===== src/rtl/pxu_pkg.sv =====
package pxu_pkg;

    typedef enum logic [1:0] {
        CAUSE_NONE    = 2'd0,
        CAUSE_INVALID = 2'd1,
        CAUSE_PROT    = 2'd2
    } cause_e;

endpackage


===== src/rtl/pxu_table.sv =====
module pxu_table #(
    parameter int PN_W    = 2,
    parameter int FRAME_W = 3
) (
    input  logic               clk,
    input  logic               rst_n,
    input  logic               cfg_we,
    input  logic [PN_W-1:0]    cfg_page,
    input  logic [FRAME_W-1:0] cfg_frame,
    input  logic               cfg_valid,
    input  logic               cfg_ro,
    input  logic [PN_W-1:0]    lk_page,
    output logic               lk_valid,
    output logic               lk_ro,
    output logic [FRAME_W-1:0] lk_frame
);

    localparam int PAGES = 1 << PN_W;

    typedef struct packed {
        logic [PAGES-1:0]              vld;
        logic [PAGES-1:0]              ro;
        logic [PAGES-1:0][FRAME_W-1:0] frm;
    } tbl_t;

    tbl_t tbl_d, tbl_q;
    logic [PAGES-1:0] hit;

    // Per-entry write decode
    for (genvar g = 0; g < PAGES; g++) begin : g_dec
        assign hit[g] = cfg_we && (cfg_page == PN_W'(g));
    end

    always_comb begin
        tbl_d = tbl_q;
        for (int i = 0; i < PAGES; i++) begin
            if (hit[i]) begin
                tbl_d.vld[i] = cfg_valid;
                tbl_d.ro[i]  = cfg_ro;
                tbl_d.frm[i] = cfg_frame;
            end
        end
    end

    always_ff @(posedge clk) begin
        if (!rst_n) begin
            tbl_q <= '0;
        end else begin
            tbl_q <= tbl_d;
        end
    end

    // Lookup reads the registered table: a same-cycle write is not seen
    assign lk_valid = tbl_q.vld[lk_page];
    assign lk_ro    = tbl_q.ro[lk_page];
    assign lk_frame = tbl_q.frm[lk_page];

endmodule


===== src/rtl/pxu_check.sv =====
module pxu_check
    import pxu_pkg::*;
#(
    parameter int OFS_W   = 2,
    parameter int FRAME_W = 3
) (
    input  logic                     ent_valid,
    input  logic                     ent_ro,
    input  logic [FRAME_W-1:0]       ent_frame,
    input  logic                     is_write,
    input  logic [OFS_W-1:0]         offset,
    output cause_e                   cause,
    output logic [FRAME_W+OFS_W-1:0] paddr
);

    always_comb begin
        cause = CAUSE_NONE;
        paddr = {ent_frame, offset};
        if (!ent_valid) begin
            cause = CAUSE_INVALID;
            paddr = '0;
        end else if (is_write && ent_ro) begin
            cause = CAUSE_PROT;
            paddr = '0;
        end
    end

endmodule


===== src/rtl/page_xlate_unit.sv =====
module page_xlate_unit
    import pxu_pkg::*;
#(
    parameter int LA_W    = 4,
    parameter int OFS_W   = 2,
    parameter int FRAME_W = 3,
    localparam int PN_W   = LA_W - OFS_W,
    localparam int PA_W   = FRAME_W + OFS_W
) (
    input  logic               clk,
    input  logic               rst_n,
    input  logic               req_valid,
    input  logic               req_write,
    input  logic [LA_W-1:0]    req_laddr,
    input  logic               cfg_we,
    input  logic [PN_W-1:0]    cfg_page,
    input  logic [FRAME_W-1:0] cfg_frame,
    input  logic               cfg_valid,
    input  logic               cfg_ro,
    output logic               rsp_valid,
    output logic [PA_W-1:0]    rsp_paddr,
    output logic               rsp_trap,
    output logic [1:0]         rsp_cause
);

    typedef struct packed {
        logic            vld;
        logic [PA_W-1:0] pa;
        cause_e          cause;
    } out_t;

    out_t out_d, out_q;

    logic [PN_W-1:0]    page_num;
    logic [OFS_W-1:0]   page_ofs;
    logic               ent_valid;
    logic               ent_ro;
    logic [FRAME_W-1:0] ent_frame;
    cause_e             chk_cause;
    logic [PA_W-1:0]    chk_paddr;

    assign page_num = req_laddr[LA_W-1:OFS_W];
    assign page_ofs = req_laddr[OFS_W-1:0];

    pxu_table #(
        .PN_W    (PN_W),
        .FRAME_W (FRAME_W)
    ) i_table (
        .clk       (clk),
        .rst_n     (rst_n),
        .cfg_we    (cfg_we),
        .cfg_page  (cfg_page),
        .cfg_frame (cfg_frame),
        .cfg_valid (cfg_valid),
        .cfg_ro    (cfg_ro),
        .lk_page   (page_num),
        .lk_valid  (ent_valid),
        .lk_ro     (ent_ro),
        .lk_frame  (ent_frame)
    );

    pxu_check #(
        .OFS_W   (OFS_W),
        .FRAME_W (FRAME_W)
    ) i_check (
        .ent_valid (ent_valid),
        .ent_ro    (ent_ro),
        .ent_frame (ent_frame),
        .is_write  (req_write),
        .offset    (page_ofs),
        .cause     (chk_cause),
        .paddr     (chk_paddr)
    );

    always_comb begin
        out_d       = '0;
        out_d.cause = CAUSE_NONE;
        if (req_valid) begin
            out_d.vld   = 1'b1;
            out_d.pa    = chk_paddr;
            out_d.cause = chk_cause;
        end
    end

    always_ff @(posedge clk) begin
        if (!rst_n) begin
            out_q <= '0;
        end else begin
            out_q <= out_d;
        end
    end

    assign rsp_valid = out_q.vld;
    assign rsp_paddr = out_q.pa;
    assign rsp_cause = out_q.cause;
    assign rsp_trap  = (out_q.cause != CAUSE_NONE);

endmodule


===== config.mk =====
export PLATFORM = sky130hd
export DESIGN_NAME = page_xlate_unit
export DESIGN_NICKNAME = d
export VERILOG_FILES = /design/src/rtl/pxu_pkg.sv /design/src/rtl/pxu_table.sv /design/src/rtl/pxu_check.sv /design/src/rtl/page_xlate_unit.sv
export SDC_FILE = /design/constraint.sdc
export NUM_CORES = 1
export LEC_CHECK = 0
export ABC_AREA = 1
export BUFFER_PORTS_ARGS = -buffer_cell sky130_fd_sc_hd__buf_2
export CORE_AREA = 2 2 66 68
export DETAILED_ROUTE_END_ITERATION = 12
export DIE_AREA = 0 0 68 70
export PLACE_DENSITY = 0.49
export SLEW_MARGIN = 20
export SYNTH_ARGS = -nofsm -noshare
export SYNTH_HDL_FRONTEND = slang
export SYNTH_SLANG_ARGS = --single-unit

===== constraint.sdc =====
create_clock -name clk -period 0.84 [get_ports clk]
set_input_delay 0.168 -clock clk [delete_from_list [all_inputs] [get_ports clk]]
set_output_delay 0.168 -clock clk [all_outputs]
set_load 0.03 [all_outputs]

==> impl_metrics.env <==
export IMPL_synth_nets=170
export IMPL_dr_pass1_iters=4
export IMPL_startpoint="rsp_cause[0]"
export IMPL_arrival_ns=0.97
export IMPL_dp_hpwl_um=1930
export IMPL_boundaryPins=25
export IMPL_drive_gt1_share_pct=34.7
export IMPL_crit_chain="or2_4 -> buf_6"
export IMPL_rr_startpoint="i_table.tbl_q[19]"
export IMPL_ys_flop_type="dfxtp_1"
export IMPL_ys_ff_latch=28
export IMPL_row_count=24
export IMPL_clock_latency_ns=0.27
export IMPL_power_mw=2.64
export IMPL_dpl_cell_area_um2=1400
export IMPL_grt_overflow_total=0
export IMPL_grt_pass1_wl_um=4060
export IMPL_yosysMostFrequentCell="nor2_1"
export IMPL_holdPathEnd="rsp_paddr[1]"
export IMPL_period_minus_slack_ns=1.14
export IMPL_r2r_cells=6
export IMPL_slowest_delay_ns=0.33
export IMPL_netlist_top_cells_count="nor2_1 (36), dfxtp_1 (28), o21ai_0 (23), inv_1 (21), nand2_1 (16)"
export IMPL_yosys_warnings=0
export IMPL_relSlewSlack_pct=82.7
export IMPL_dieHeight_um=70
export IMPL_finalHoldViolations=0
export IMPL_hold_start="req_laddr[1]"
export IMPL_dp_slack_ns=-0.157
export IMPL_r2r_end="rsp_paddr[3]"
export IMPL_fin_ws_ns=-0.301
export IMPL_swShare_pct=24.7
export IMPL_final_util_pct=37.3
export IMPL_whs_ns=0.0887
export IMPL_p_seq_share_pct=53.7
export IMPL_initial_utilization_pct=27.1
export IMPL_synth_top_area_cell="dfxtp_1"
export IMPL_synthTopCellsByArea="dfxtp_1 (50%), nor2_1 (12%), o21ai_0 (10%)"
export IMPL_clock_skew_ns=0.00348
export IMPL_violations="setup timing"
export IMPL_worst_slew_pin_slew_ns=0.258
export IMPL_synth_edf_count=0
export IMPL_cp_end_kind="primary output"
export IMPL_rsz0062_at_grt="yes"
export IMPL_synth_top_area_share_pct=49.9
export IMPL_stdcell_area_um2=1550
export IMPL_vias_per_cell=4.15
export IMPL_clockRootBuffer="clkbuf_8"
export IMPL_p_clk_share_pct=31.5
export IMPL_grt_max_degree=21
export IMPL_cap_violations=0
export IMPL_drt_total_wl_um=2510
export IMPL_nets=207
export IMPL_run_status="finished, violations left"
export IMPL_max_freq_mhz=877
export IMPL_core_um2=4140
export IMPL_cts_tree="built"
export IMPL_cts_num_sinks=28
export IMPL_critPathKind="reg2out"
export IMPL_cts_hold_buf=0
export IMPL_dieArea_um2=4760
export IMPL_switching_power_mw=0.653
export IMPL_routedWlPerCell_um=10.4
export IMPL_r2r_slack_ns=-0.07
export IMPL_drc=0
export IMPL_gp_congestion=0.721
export IMPL_antenna_found_initial=0
export IMPL_cts_buffers=3
export IMPL_period_share_pct=136
export IMPL_drt_initial_drc_count=32
export IMPL_vdd_drop_max_uv=725
export IMPL_p_per_area_nw_per_um2=1710
export IMPL_leakage_nw=0.712
export IMPL_h_tree_depth=1
export IMPL_clk_path_buf_depth=2
export IMPL_crit_buf_inv=1
export IMPL_slowest_stage="dfxtp_2"
export IMPL_ys_types=16
export IMPL_syn_to_final_growth_pct=37.8
export IMPL_grtUsageTotal_pct=11.4
export IMPL_ant_nets=0
export IMPL_diodes=0
export IMPL_combPwrFrac_pct=14.7
export IMPL_slew_viol_final=0
export IMPL_syn_area_um2=1120
export IMPL_worst_path_dominant_cell_family="flip-flops"
export IMPL_syn_inst=154
export IMPL_setup_worst_path_start_class="flip-flop"
export IMPL_fillers=437
export IMPL_p_int_mw=1.99
export IMPL_cts_clk_slew_worst_paths_ns=0.09
export IMPL_vias=1004
export IMPL_synth_seq_area_share_pct=49.9
export IMPL_avgSynthCellArea_um2=7.30
export IMPL_die_w_um=68
export IMPL_port_buffers=24
export IMPL_hold_path_class="in2reg"
export IMPL_grt_pass1_vias=881
export IMPL_hold_depth=3
export IMPL_required_ns=0.67
export IMPL_crit_fanout=2
export IMPL_async_flop_share_pct=0
export IMPL_finalSetupViolCount=14
[state kept, by name (all words and copies together) (netlist names)]
name	flops
rsp_valid	1
i_table.tbl_q	20
rsp_paddr	5
rsp_cause	2
[power by group through the flow]
stage	Combinational, mW	Sequential [mW]	Clock, mW
2_1_floorplan	0.197	1.46	0
3_3_place_gp	0.365	1.44	0
3_5_place_dp	0.364	1.44	0
4_1_cts	0.392	1.42	0.866
5_1_grt	0.439	1.43	0.929
6_report	0.389	1.42	0.832
[placed cells by master (no fill, tap or decap), drive strengths merged]
master  synthesis  layout
a21oi           9       9
buf             2      36
clkbuf          2       4
dfxtp          28      28
inv            22      22
nand2          19      19
nand3           8       8
nor2           37      37
o211ai          3       3
o21ai          23      23
or2             1       1
[tightest hold or removal path: stages]
cell	delay, ns
buf_2	0.09
inv_1	0.04
nor2_1	0.03
[what timing repair did]
| item | in CTS | in global routing |
|---|---|---|
| gates resized for setup | 30 | 5 |
| pin swaps | 1 | 1 |
| endpoints found under the setup margin | 15 | 16 |
| setup buffers | 1 | 0 |
| hold endpoints to repair | 0 | 0 |
[cell families (layout without fill, tap and decap cells)]
group | count (synthesis) | in the layout | synth area share, %
compound gates | 35 | 35 | 16.3
buf+inv | 26 | 62 | 9.69
flops | 28 | 28 | 49.9
simple gates | 65 | 65 | 24.2
[area by class of cell]
type / instances / area, um2 / area share [%]
timing repair buffer: 36 / 292 / 18.8
sequential: 28 / 576 / 37.2
multi-input combinational: 100 / 478 / 30.9
clock buffer: 4 / 55.1 / 3.56
tap: 52 / 65.1 / 4.20
inverter: 22 / 82.6 / 5.34
[worst max path at each step]
| stage | to | slack, ns | cells past startpoint |
|---|---|---|---|
| 3_3_place_gp | rsp_paddr[3] | -0.16 | 8 |
| 3_5_place_dp | rsp_paddr[0] | -0.16 | 8 |
| 2_1_floorplan | rsp_trap | 0.02 | 1 |
| 6_report | rsp_trap | -0.30 | 2 |
| 4_1_cts | rsp_trap | -0.31 | 2 |
| 5_1_grt | rsp_trap | -0.34 | 2 |
[per-stage QoR]
stage | std cells | TNS [ns]
3_5_place_dp | 237 | -2.28
4_1_cts | 242 | -1.23
6_report | 242 | -1.11
3_3_place_gp | 237 | -2.28
2_1_floorplan | 154 | 0
5_1_grt | 242 | -1.79
[per-layer routing]
layer / wire (um) / up-vias / GRT usage (%)
met3: 93 / 4 / 2.42
met4: 41 / 0 / 4.67
li1: - / 556 / -
met1: 1210 / 423 / 14.6
met5: 0 / - / 0
met2: 1170 / 21 / 18.2
Note: power is estimated with default switching activity, not from simulation.
